===== src/rtl/dfifo_pkg.sv =====
// Package: shared types for the disk data FIFO.
// Assumes: phase encoding is visible on the top-level port and fixed.
package dfifo_pkg;
    typedef enum logic [1:0] {
        PH_CMD    = 2'd0,
        PH_EXEC   = 2'd1,
        PH_RESULT = 2'd2
    } phase_t;
endpackage


===== src/rtl/dfifo_store.sv =====
// Module: byte store with a run-time capacity limit.
// Does: circular buffer of DEPTH entries; push refused at capacity, pop
//       refused when empty; flush empties it in one cycle (flush wins).
// Assumes: DEPTH is a power of two; cap is between 1 and DEPTH.
module dfifo_store #(
    parameter int DEPTH = 16,
    parameter int W     = 8,
    localparam int AW   = $clog2(DEPTH),
    localparam int CW   = $clog2(DEPTH + 1)
) (
    input  logic          clk,
    input  logic          rst_n,
    input  logic          flush,
    input  logic          push,
    input  logic          pop,
    input  logic [W-1:0]  din,
    input  logic [CW-1:0] cap,
    output logic [W-1:0]  dout,
    output logic [CW-1:0] count,
    output logic          full,
    output logic          empty
);
    logic [W-1:0]  mem [DEPTH];
    logic [AW-1:0] wr_ptr, rd_ptr;
    logic          wr_en, rd_en;

    assign full  = (count >= cap);
    assign empty = (count == '0);
    assign wr_en = push && !full && !flush;
    assign rd_en = pop && !empty && !flush;
    assign dout  = mem[rd_ptr];

    // Writes the incoming byte into the slot at the write pointer.
    always_ff @(posedge clk) begin
        if (wr_en) mem[wr_ptr] <= din;
    end

    // Moves the pointers and occupancy, or clears them on flush.
    always_ff @(posedge clk) begin
        if (!rst_n || flush) begin
            wr_ptr <= '0;
            rd_ptr <= '0;
            count  <= '0;
        end else begin
            if (wr_en) wr_ptr <= wr_ptr + 1'b1;
            if (rd_en) rd_ptr <= rd_ptr + 1'b1;
            case ({wr_en, rd_en})
                2'b10:   count <= count + 1'b1;
                2'b01:   count <= count - 1'b1;
                default: count <= count;
            endcase
        end
    end

    p_count_bound_r4: assert property (@(posedge clk) disable iff (!rst_n)
        count <= CW'(DEPTH));
    p_flush_empty_r3: assert property (@(posedge clk) disable iff (!rst_n)
        flush |=> (count == '0));
endmodule


===== src/rtl/dfifo_ctrl.sv =====
// Module: phase sequencer and error tracker.
// Does: holds configuration, steps command/execution/result, detects
//       overrun and underrun, decides when an errored transfer may finish
//       and issues the flush and CRC-append pulses.
// Assumes: cmd_start and exec_start are single-cycle pulses.
module dfifo_ctrl
    import dfifo_pkg::*;
#(
    parameter int TW = 4
) (
    input  logic          clk,
    input  logic          rst_n,
    input  logic          cfg_we,
    input  logic          cfg_fifo_en,
    input  logic [TW-1:0] cfg_thresh,
    input  logic          cmd_start,
    input  logic          exec_start,
    input  logic          exec_end,
    input  logic          xfer_read,
    input  logic          sector_end,
    input  logic          ctl_stb,
    input  logic          full,
    input  logic          empty,
    output phase_t        phase,
    output logic          err,
    output logic          rd_dir,
    output logic          fifo_on,
    output logic [TW-1:0] thr,
    output logic          flush,
    output logic          crc_req
);
    logic          cfg_en_q, en_l;
    logic [TW-1:0] cfg_thr_q;
    logic          in_exec, ovr, udr, pad_done, drain_done, to_result;

    assign in_exec    = (phase == PH_EXEC);
    assign ovr        = in_exec && rd_dir && ctl_stb && full && !err;
    assign udr        = in_exec && !rd_dir && ctl_stb && empty && !err;
    assign pad_done   = err && !rd_dir && sector_end;
    assign drain_done = err && rd_dir && empty;
    assign to_result  = in_exec && !cmd_start && !exec_start &&
                        (pad_done || drain_done || (!err && exec_end));
    assign flush      = cmd_start || exec_start || to_result;
    assign fifo_on    = in_exec && en_l;

    // Captures configuration writes; a zero threshold becomes one.
    always_ff @(posedge clk) begin
        if (!rst_n) begin
            cfg_en_q  <= 1'b0;
            cfg_thr_q <= TW'(1);
        end else if (cfg_we) begin
            cfg_en_q  <= cfg_fifo_en;
            cfg_thr_q <= (cfg_thresh == '0) ? TW'(1) : cfg_thresh;
        end
    end

    // Advances the phase, latches transfer settings and tracks the error.
    always_ff @(posedge clk) begin
        if (!rst_n) begin
            phase   <= PH_CMD;
            err     <= 1'b0;
            rd_dir  <= 1'b0;
            en_l    <= 1'b0;
            thr     <= TW'(1);
            crc_req <= 1'b0;
        end else begin
            crc_req <= 1'b0;
            if (cmd_start) begin
                phase <= PH_CMD;
                err   <= 1'b0;
                en_l  <= 1'b0;
            end else if (exec_start) begin
                phase  <= PH_EXEC;
                rd_dir <= xfer_read;
                en_l   <= cfg_en_q;
                thr    <= cfg_thr_q;
            end else if (in_exec) begin
                if (ovr || udr) err <= 1'b1;
                if (to_result) begin
                    phase   <= PH_RESULT;
                    crc_req <= pad_done;
                end
            end
        end
    end

    p_err_sticky_r7: assert property (@(posedge clk) disable iff (!rst_n)
        (err && !cmd_start) |=> err);
    p_cmd_clears_r11: assert property (@(posedge clk) disable iff (!rst_n)
        cmd_start |=> (!err && phase == PH_CMD));
    p_crc_in_result_r10: assert property (@(posedge clk) disable iff (!rst_n)
        crc_req |-> (phase == PH_RESULT));
endmodule


===== src/rtl/dfifo_req.sv =====
// Module: host handshake and service-request generator.
// Does: derives rqm, dio and svc_req from phase, direction, mode,
//       threshold, error and occupancy.
// Assumes: thr is already between 1 and DEPTH-1.
module dfifo_req
    import dfifo_pkg::*;
#(
    parameter int DEPTH = 16,
    parameter int TW    = 4,
    localparam int CW   = $clog2(DEPTH + 1)
) (
    input  phase_t        phase,
    input  logic          rd_dir,
    input  logic          fifo_on,
    input  logic [TW-1:0] thr,
    input  logic          err,
    input  logic [CW-1:0] count,
    input  logic          full,
    input  logic          empty,
    output logic          blk,
    output logic          rqm,
    output logic          dio,
    output logic          svc_req
);
    localparam logic [CW-1:0] DEPTH_C = CW'(DEPTH);
    logic [CW-1:0] thr_w, free_w;

    assign thr_w  = CW'(thr);
    assign free_w = DEPTH_C - count;

    // Direction, access permission and transfer block for the host side.
    always_comb begin
        dio = (phase == PH_RESULT) || (phase == PH_EXEC && rd_dir);
        blk = err && (phase == PH_EXEC);
        rqm = dio ? !empty : (!full && !blk);
    end

    // Service request: threshold-driven when enabled, per byte otherwise.
    always_comb begin
        if (phase != PH_EXEC)
            svc_req = 1'b0;
        else if (err)
            svc_req = rd_dir && !empty;
        else if (rd_dir)
            svc_req = fifo_on ? (count >= DEPTH_C - thr_w) : !empty;
        else
            svc_req = fifo_on ? (free_w >= thr_w) : empty;
    end
endmodule


===== src/rtl/disk_data_fifo.sv =====
// Module: top of the disk controller data FIFO.
// Does: routes host and controller-side strobes into the store according
//       to phase and direction, pads with zeros after a write underrun.
// Assumes: the host never writes and reads in the same cycle.
module disk_data_fifo
    import dfifo_pkg::*;
#(
    parameter int DEPTH = 16,
    parameter int W     = 8,
    parameter int TW    = 4
) (
    input  logic          clk,
    input  logic          rst_n,
    input  logic          cfg_we,
    input  logic          cfg_fifo_en,
    input  logic [TW-1:0] cfg_thresh,
    input  logic          cmd_start,
    input  logic          exec_start,
    input  logic          exec_end,
    input  logic          xfer_read,
    input  logic          host_wr,
    input  logic [W-1:0]  host_wdata,
    input  logic          host_rd,
    output logic [W-1:0]  host_rdata,
    output logic          rqm,
    output logic          dio,
    output logic          svc_req,
    input  logic          ctl_stb,
    input  logic [W-1:0]  ctl_din,
    output logic [W-1:0]  ctl_dout,
    input  logic          sector_end,
    output logic          crc_req,
    output logic          xfer_err,
    output logic [1:0]    phase
);
    localparam int CW = $clog2(DEPTH + 1);

    phase_t        ph;
    logic          err, rd_dir, fifo_on, flush, blk, full, empty;
    logic          push, pop;
    logic [TW-1:0] thr;
    logic [CW-1:0] count, cap;
    logic [W-1:0]  din, head;

    // Routes strobes: the side named by dio as the source pushes, the other pops.
    always_comb begin
        cap  = fifo_on ? CW'(DEPTH) : CW'(1);
        push = dio ? (ctl_stb && !blk) : (host_wr && !blk);
        pop  = dio ? host_rd : (ctl_stb && !blk);
        din  = dio ? ctl_din : host_wdata;
    end

    assign host_rdata = head;
    assign ctl_dout   = (blk && !rd_dir) ? '0 : head;
    assign xfer_err   = err;
    assign phase      = ph;

    dfifo_ctrl #(.TW(TW)) u_ctrl (
        .clk(clk), .rst_n(rst_n), .cfg_we(cfg_we), .cfg_fifo_en(cfg_fifo_en),
        .cfg_thresh(cfg_thresh), .cmd_start(cmd_start), .exec_start(exec_start),
        .exec_end(exec_end), .xfer_read(xfer_read), .sector_end(sector_end),
        .ctl_stb(ctl_stb), .full(full), .empty(empty), .phase(ph), .err(err),
        .rd_dir(rd_dir), .fifo_on(fifo_on), .thr(thr), .flush(flush),
        .crc_req(crc_req)
    );

    dfifo_store #(.DEPTH(DEPTH), .W(W)) u_store (
        .clk(clk), .rst_n(rst_n), .flush(flush), .push(push), .pop(pop),
        .din(din), .cap(cap), .dout(head), .count(count), .full(full),
        .empty(empty)
    );

    dfifo_req #(.DEPTH(DEPTH), .TW(TW)) u_req (
        .phase(ph), .rd_dir(rd_dir), .fifo_on(fifo_on), .thr(thr), .err(err),
        .count(count), .full(full), .empty(empty), .blk(blk), .rqm(rqm),
        .dio(dio), .svc_req(svc_req)
    );

    p_cmd_single_r2: assert property (@(posedge clk) disable iff (!rst_n)
        (ph == PH_CMD) |-> (count <= CW'(1)));
    p_drain_hold_r8: assert property (@(posedge clk) disable iff (!rst_n)
        (ph == PH_EXEC && rd_dir && err && !empty && !cmd_start && !exec_start)
        |=> (ph == PH_EXEC));
    p_no_fill_after_err_r7: assert property (@(posedge clk) disable iff (!rst_n)
        (ph == PH_EXEC && rd_dir && err) |=> (count <= $past(count)));
endmodule


===== config.mk =====
export PLATFORM = sky130hd
export DESIGN_NAME = disk_data_fifo
export DESIGN_NICKNAME = d
export VERILOG_FILES = /design/src/rtl/dfifo_pkg.sv /design/src/rtl/dfifo_store.sv /design/src/rtl/dfifo_ctrl.sv /design/src/rtl/dfifo_req.sv /design/src/rtl/disk_data_fifo.sv
export SDC_FILE = /design/constraint.sdc
export NUM_CORES = 1
export LEC_CHECK = 0
export ABC_AREA = 1
export BUFFER_PORTS_ARGS = -buffer_cell sky130_fd_sc_hd__buf_2
export CAP_MARGIN = 20
export CORE_MARGIN = 4
export CORE_UTILIZATION = 49
export CTS_BUF_LIST = sky130_fd_sc_hd__clkbuf_8
export DETAILED_ROUTE_END_ITERATION = 8
export PLACE_DENSITY = 0.65
export REMOVE_ABC_BUFFERS = 1
export SYNTH_ARGS = -nofsm -noshare
export SYNTH_HDL_FRONTEND = slang
export SYNTH_SLANG_ARGS = --single-unit

===== constraint.sdc =====
create_clock -name clk -period 3.75 [get_ports clk]
set_input_delay 0.75 -clock clk [delete_from_list [all_inputs] [get_ports clk]]
set_output_delay 0.75 -clock clk [all_outputs]
set_load 0.005 [all_outputs]

; Word level (Yosys, flattened, before mapping)
; Memories as Yosys holds them, arrays and structs flattened. A register that Yosys moved wholly into a read port is not among the register bits.
; Index checks and enable logic that the tools add are counted.
[word_totals]
reg_bits = 28
ramBits = 128
in_bits = 32
output_inout_bits = 23
wordCells = 107
memories = 1
[mem_list]
columns = memory, depth, word_bits, rd, rd_clocked_by_memory_dff, wr, line_no
row1 = u_store.mem, 16, 8, 1, 1, 1, dfifo_store.sv:23  ; logic [W-1:0] mem [DEPTH];
[classes]
addsub = 6
order_cmp = 3
eq_ne = 5
n_mux = 20
n_bitwise = 5
n_reduce_logical = 55
[ops]
columns = cell, n
row1 = logical AND 1 bit, 27
row2 = 2-to-1 mux 8 bit, 2
row3 = 2-to-1 mux 1 bit, 13
row4 = 2-to-1 mux 4 bit, 3
row5 = >= comparator 5 bit, 2
row6 = one-hot mux 5 bit (2 select lines), 1
row7 = logical NOT 1 bit, 9
row8 = adder 4 x 1 -> 4 bit (second input constant), 2
row9 = logical OR 1 bit, 7
row10 = AND reduction 2 bit, 3
row11 = nonzero test 2 bit, 3
row12 = adder 5 x 1 -> 5 bit (second input constant), 1
row13 = >= comparator 5 x 4 -> 1 bit, 1
row14 = logical NOT 5 bit, 1
row15 = 2-to-1 mux 5 bit, 1
row16 = inverter 1 bit, 5
row17 = OR reduction 5 bit, 1
row18 = subtractor 5 x 1 -> 5 bit (second input constant), 1
row19 = subtractor 5 x 4 -> 5 bit (first input constant), 1
row20 = subtractor 5 bit (first input constant), 1
row21 = equality test 2 x 1 -> 1 bit (second input constant), 2
row22 = equality test 2 bit (second input constant), 2
row23 = logical NOT 4 bit, 1
row24 = AND reduction 3 bit, 1
row25 = other kinds (3), 3

; Longest topological paths before layout
[logic_depth]
ltp_word = 11
ltp_mapped = 21
ltp_nobuf = 20

; Cells and area by module
; From an unflattened synthesis, not the netlist that was laid out.
[hier_totals]
hier_cells = 785
area_unflattened_um2 = 7638.6
[modules_own_cells]
columns = mod, n_inst, cells_each, area_each_um2, seq_area_each_um2
row1 = dfifo_store, 1, 572, 6349.8, 4184.0
row2 = dfifo_ctrl, 1, 82, 616.8, 300.3
row3 = dfifo_req, 1, 78, 450.4, 0.0
row4 = disk_data_fifo, 1, 53, 221.5, 0.0

; Worst setup path after synthesis
; Ideal clock, no wire load.
[synth_timing]
path_kind = register -> register
from = register u_ctrl.phase[0]
to = register u_store.count[4]
setup_ns = 0.117
t_arrival_ns = 2.879
required_ns = 3.633
slack_ns = 0.754
path_stages_with_launch = 22
n_path_buf = 1
period_less_slack_ns = 2.996
path_cell_list = dfxtp_1 > inv_1 > nor2_1 > nand2_1 > ha_1 > nand2_1 > inv_1 > nand3_1 > nand2_2 > nor2_4 > nand3_2 > ha_1 > clkbuf_2 > xor2_1 > ha_1 > a21o_1 > nand3_1 > nand2_1 > nand2_1 > nand2_1 > nand2_1 > a21oi_1
[synth_via]
elab_chain_cells = 9
word_cells_on_any_way = 28
cone_classes = order compare: 1 / eq/ne: 4 / mux: 4 / reduce/logical: 19
[synth_rtl]
columns = item, line_no
row1 = "start, declared", dfifo_ctrl.sv:24  ; output phase_t phase,
row2 = "start signal, assigned", dfifo_ctrl.sv:60  ; phase <= PH_CMD;
row3 = "start signal, assigned", dfifo_ctrl.sv:69  ; phase <= PH_CMD;
row4 = "start signal, assigned", dfifo_ctrl.sv:73  ; phase <= PH_EXEC;
row5 = equality test 2 x 1 -> 1 bit, "dfifo_ctrl.sv:36, dfifo_req.sv:33, dfifo_req.sv:34"
row6 = logical AND 1 bit (on tied branches), "dfifo_ctrl.sv:44, dfifo_ctrl.sv:41, dfifo_req.sv:34"
row7 = 2-to-1 mux 5 bit (tied with other cells), disk_data_fifo.sv:47  ; cap = fifo_on ? CW'(DEPTH) : CW'(1);
row8 = >= comparator 5 bit (tied with other cells), dfifo_store.sv:27  ; assign full = (count >= cap);
row9 = logical NOT 1 bit (tied with other cells), dfifo_store.sv:29  ; assign wr_en = push && !full && !flush;
row10 = logical AND 1 bit (tied with other cells), dfifo_store.sv:29
row11 = logical AND 1 bit (on tied branches), "dfifo_store.sv:29, dfifo_store.sv:30"
row12 = equality test 2 x 1 -> 1 bit or equality test 2 bit (tied branches), dfifo_store.sv:47  ; case ({wr_en, rd_en})
row13 = one-hot mux 5 bit (2 select lines) or nonzero test 2 bit (tied branches), n/a
row14 = "end signal, assigned", dfifo_store.sv:48  ; 2'b10: count <= count + 1'b1;
row15 = "end signal, assigned", dfifo_store.sv:49  ; 2'b01: count <= count - 1'b1;
row16 = "end signal, assigned", dfifo_store.sv:50  ; default: count <= count;
row17 = "end, declared", dfifo_store.sv:19  ; output logic [CW-1:0] count,
; Several ways; a longest one is shown, not always the timed one.
; A chain may end at the register's enable or synchronous reset.

; Worst setup path after layout
[layout_timing]
from = register u_ctrl.phase[0]
to = output port rqm
[layout_via]
elab_chain_cells = 7
word_cells_on_any_way = 12
cone_classes = order compare: 1 / eq/ne: 2 / mux: 2 / reduce/logical: 7
[layout_rtl]
columns = item, line_no
row1 = equality test 2 x 1 -> 1 bit, "dfifo_ctrl.sv:36, dfifo_req.sv:33, dfifo_req.sv:34"
row2 = logical AND 1 bit, dfifo_ctrl.sv:44  ; assign fifo_on = in_exec && en_l;
row3 = 2-to-1 mux 5 bit, disk_data_fifo.sv:47
row4 = >= comparator 5 bit, dfifo_store.sv:27
row5 = logical NOT 1 bit, dfifo_req.sv:35  ; rqm = dio ? !empty : (!full && !blk);
row6 = logical AND 1 bit, dfifo_req.sv:35
row7 = 2-to-1 mux 1 bit (*), dfifo_req.sv:35
row8 = "end, declared", disk_data_fifo.sv:25  ; output logic rqm,
; Every way passes the cells marked *; elsewhere a longest branch is shown, timed or not.

==> impl_metrics.yaml <==
detailed_routing:
  vias_per_cell: 5.37
  drt_iter0_markers: 463
  drt_pass1_iterations: 5
  vias: 5283
  drc: 0
  wl_um: 16300
  final_antenna_net_count: 0
  wl_per_cell_um: 16.6
cts:
  cts-root-buf: "clkbuf_8"
  htreeDepth: 4
  clk_latency_ns: 0.45
  clock-sinks: 160
  cts_made_buffers: 17
  post_cts_buffers: 0
  cts_tree: "built"
  clkTransAtPathRegs_ns: 0.08
  cts_resized: 0
  cts_buffer_depth: 2
  hold_buffers: 0
worst_setup_path:
  path_cells: "inv_1, nor2_1, nand2_1, ha_1, nand2_1, inv_1, nand3_1, nand2_2, nor2_4, nand3_1, o21ai_0, buf_2"
  worstPathRequired_ns: 3.00
  end_kind: "output pin"
  crit_family: "simple AND/OR/NAND/NOR gates"
  crit_slowest_cell: "dfxtp_1"
  cp.arrival_ns: 2.57
  path_max_fanout: 5
  start_kind: "flop"
  critPathKind: "flop to output pin"
  cp_num_buf_inv: 3
  critPathMaxStageDelay_ns: 0.41
pwr:
  power.density_nw_per_um2: 426
  power_mw: 3.57
  peakVddDrop_v: 0.000170
  p_leak_nw: 3.38
place:
  routabilityCongestion: 0.872
  hpwl_um: 11500
  dp_slack_ns: 0.474
  placed_area_um2: 7900
  placedCellCount: 952
  portBuffers: 54
synthesis:
  synth_area_leaders: "edfxtp_1, dfxtp_1, nand2_1"
  synth.top_cell.area_share_pct: 51.3
  synth_cell_types: 37
  synth-edff-count: 128
  synthTopCellsByCount: "edfxtp_1, nand2_1, inv_1, nand3_1, a21oi_1"
  ys_ff_latch: 160
  yosysSeqAreaShare_pct: 59.9
  synthArstFlopShare_pct: 0
  syn_avg_cell_area_um2: 10.2
  synthFlopType: "edfxtp_1"
  yosysMostFrequentCell: "edfxtp_1"
  netlist_instances: 736
  synth_warnings: 0
  yosysTopAreaCell: "edfxtp_1"
  syn_area_um2: 7490
final_layout:
  final_area_um2: 8380
  syn_to_final_growth_pct: 11.9
  diodes: 0
  nets: 840
  fin_cells: 984
  utilization_pct: 56.8
  drive_gt1_share_pct: 15.6
run:
  drv_cap: 0
sta:
  max_slew.worst_pin.slew_ns: 0.779
  fin_ws_ns: 0.431
  relSlewSlack_pct: 47.9
  setup_viol: 0
  period_minus_slack_ns: 3.32
  drv_slew: 0
  clock_skew_ns: 0.0118
  hold_violations: 0
  setup_tns_ns: 0
  maxClockFrequency_mhz: 301
  period_share_pct: 88.5
  rsz0062_at_grt: "false"
  holdWs_ns: 0.481
global_routing:
  grt_usage_pct: 19.6
  grt_max_degree: 58
  grt_pass1_wl_um: 26700
  globalRouteOverflowTotal: 0
  antenna_found_initial: 0
  grt_pass1_vias: 5243
floorplan:
  rows: 44
  fp.dieW_um: 132
  dieArea_um2: 17300
  io_pins: 55
  start_util_pct: 50.7
  core-area_um2: 14800
  chipHeight_um: 132
hold_path:
  hold_class: "flop to flop"
outcome:
  status: "finished clean"
==> worst register-to-register path: cells and delay by family, from the launching register on <==
kind,cells,cell delay [ns]
AOI/OAI and AO/OA,2,0.32
and+or+nand+nor,11,1.38
DFF,1,0.41
xor gates and xnor gates,1,0.19
buffers and inverters,2,0.11
adders and majority gates,3,0.84
==> cells by family after synthesis <==
group / count (synthesis) / synth area share (%)
AND/OR/NAND/NOR: 250 / 15.8
flip-flops: 160 / 59.9
AO/OA/AOI/OAI: 153 / 11.9
buffers and inverters: 141 / 7.54
adder cells (fa/ha/maj): 21 / 3.51
XOR/XNOR: 11 / 1.29
==> registers in the layout, indices dropped and copies added (netlist names), 2 cells and up, named ones only <==
signal            count
u_ctrl.thr            4
u_store.mem         128
u_ctrl.phase          2
u_ctrl.cfg_thr_q      4
u_store.wr_ptr        4
u_store.rd_ptr        4
u_store.count         5
==> cell usage in the layout, fill, tap and decap left out, types with 3 or more instances in the layout <==
| cell type | Yosys | final |
|---|---|---|
| clkbuf_8 | 1 | 21 |
| buf_4 | 3 | 8 |
| nor2_1 | 34 | 34 |
| nand2_4 | 7 | 7 |
| nor2_4 | 5 | 5 |
| o21ai_0 | 45 | 45 |
| xnor2_1 | 3 | 3 |
| xor2_1 | 8 | 8 |
| a21oi_1 | 63 | 63 |
| nand2_1 | 122 | 122 |
| a211oi_1 | 4 | 4 |
| ha_1 | 21 | 21 |
| buf_2 | 4 | 54 |
| edfxtp_1 | 128 | 128 |
| dfxtp_1 | 32 | 30 |
| inv_1 | 107 | 109 |
| bufinv_16 | 0 | 5 |
| o211ai_1 | 34 | 34 |
| nand3_1 | 65 | 65 |
| nand3_2 | 5 | 5 |
| nand2_2 | 3 | 3 |
| inv_2 | 4 | 4 |
==> metal layers <==
| layer | vias up | share of wire [%] | wire, um | GRT usage [%] |
|---|---|---|---|---|
| li1 | 2607 | - | - | - |
| met5 | - | 0 | 0 | 0 |
| met1 | 2486 | 42 | 6860 | 23.9 |
| met2 | 158 | 50 | 8130 | 33.9 |
| met4 | 0 | 2.2 | 366 | 7.29 |
| met3 | 32 | 5.8 | 941 | 4.55 |
==> final timing paths <==
check | from | endpoint | slack, ns | cells after the start
max | u_ctrl.phase[0] | rqm | 0.43 | 12
min | u_ctrl.cfg_en_q | u_ctrl.en_l | 0.48 | 2
max reg2reg | u_ctrl.phase[0] | u_store.count[4] | 0.45 | 19
min reg2reg | u_ctrl.cfg_en_q | u_ctrl.en_l | 0.48 | 2
==> where the power goes <==
part           switching [mW]  total [mW]  internal (mW)
combinational           0.115       0.169         0.0542
sequential            0.00885        1.94           1.93
clock                   0.602        1.46          0.860
total                   0.726        3.57           2.85
==> final cells by class <==
type | instances | area (um2)
fill | 1280 | 6380
multi-input combinational | 435 | 2440
tap | 184 | 230
clock buffer | 21 | 289
timing repair buffer | 62 | 330
inverter | 111 | 417
sequential | 160 | 4490
clock inverter | 11 | 183
Note: power is estimated with default switching activity, not from simulation.
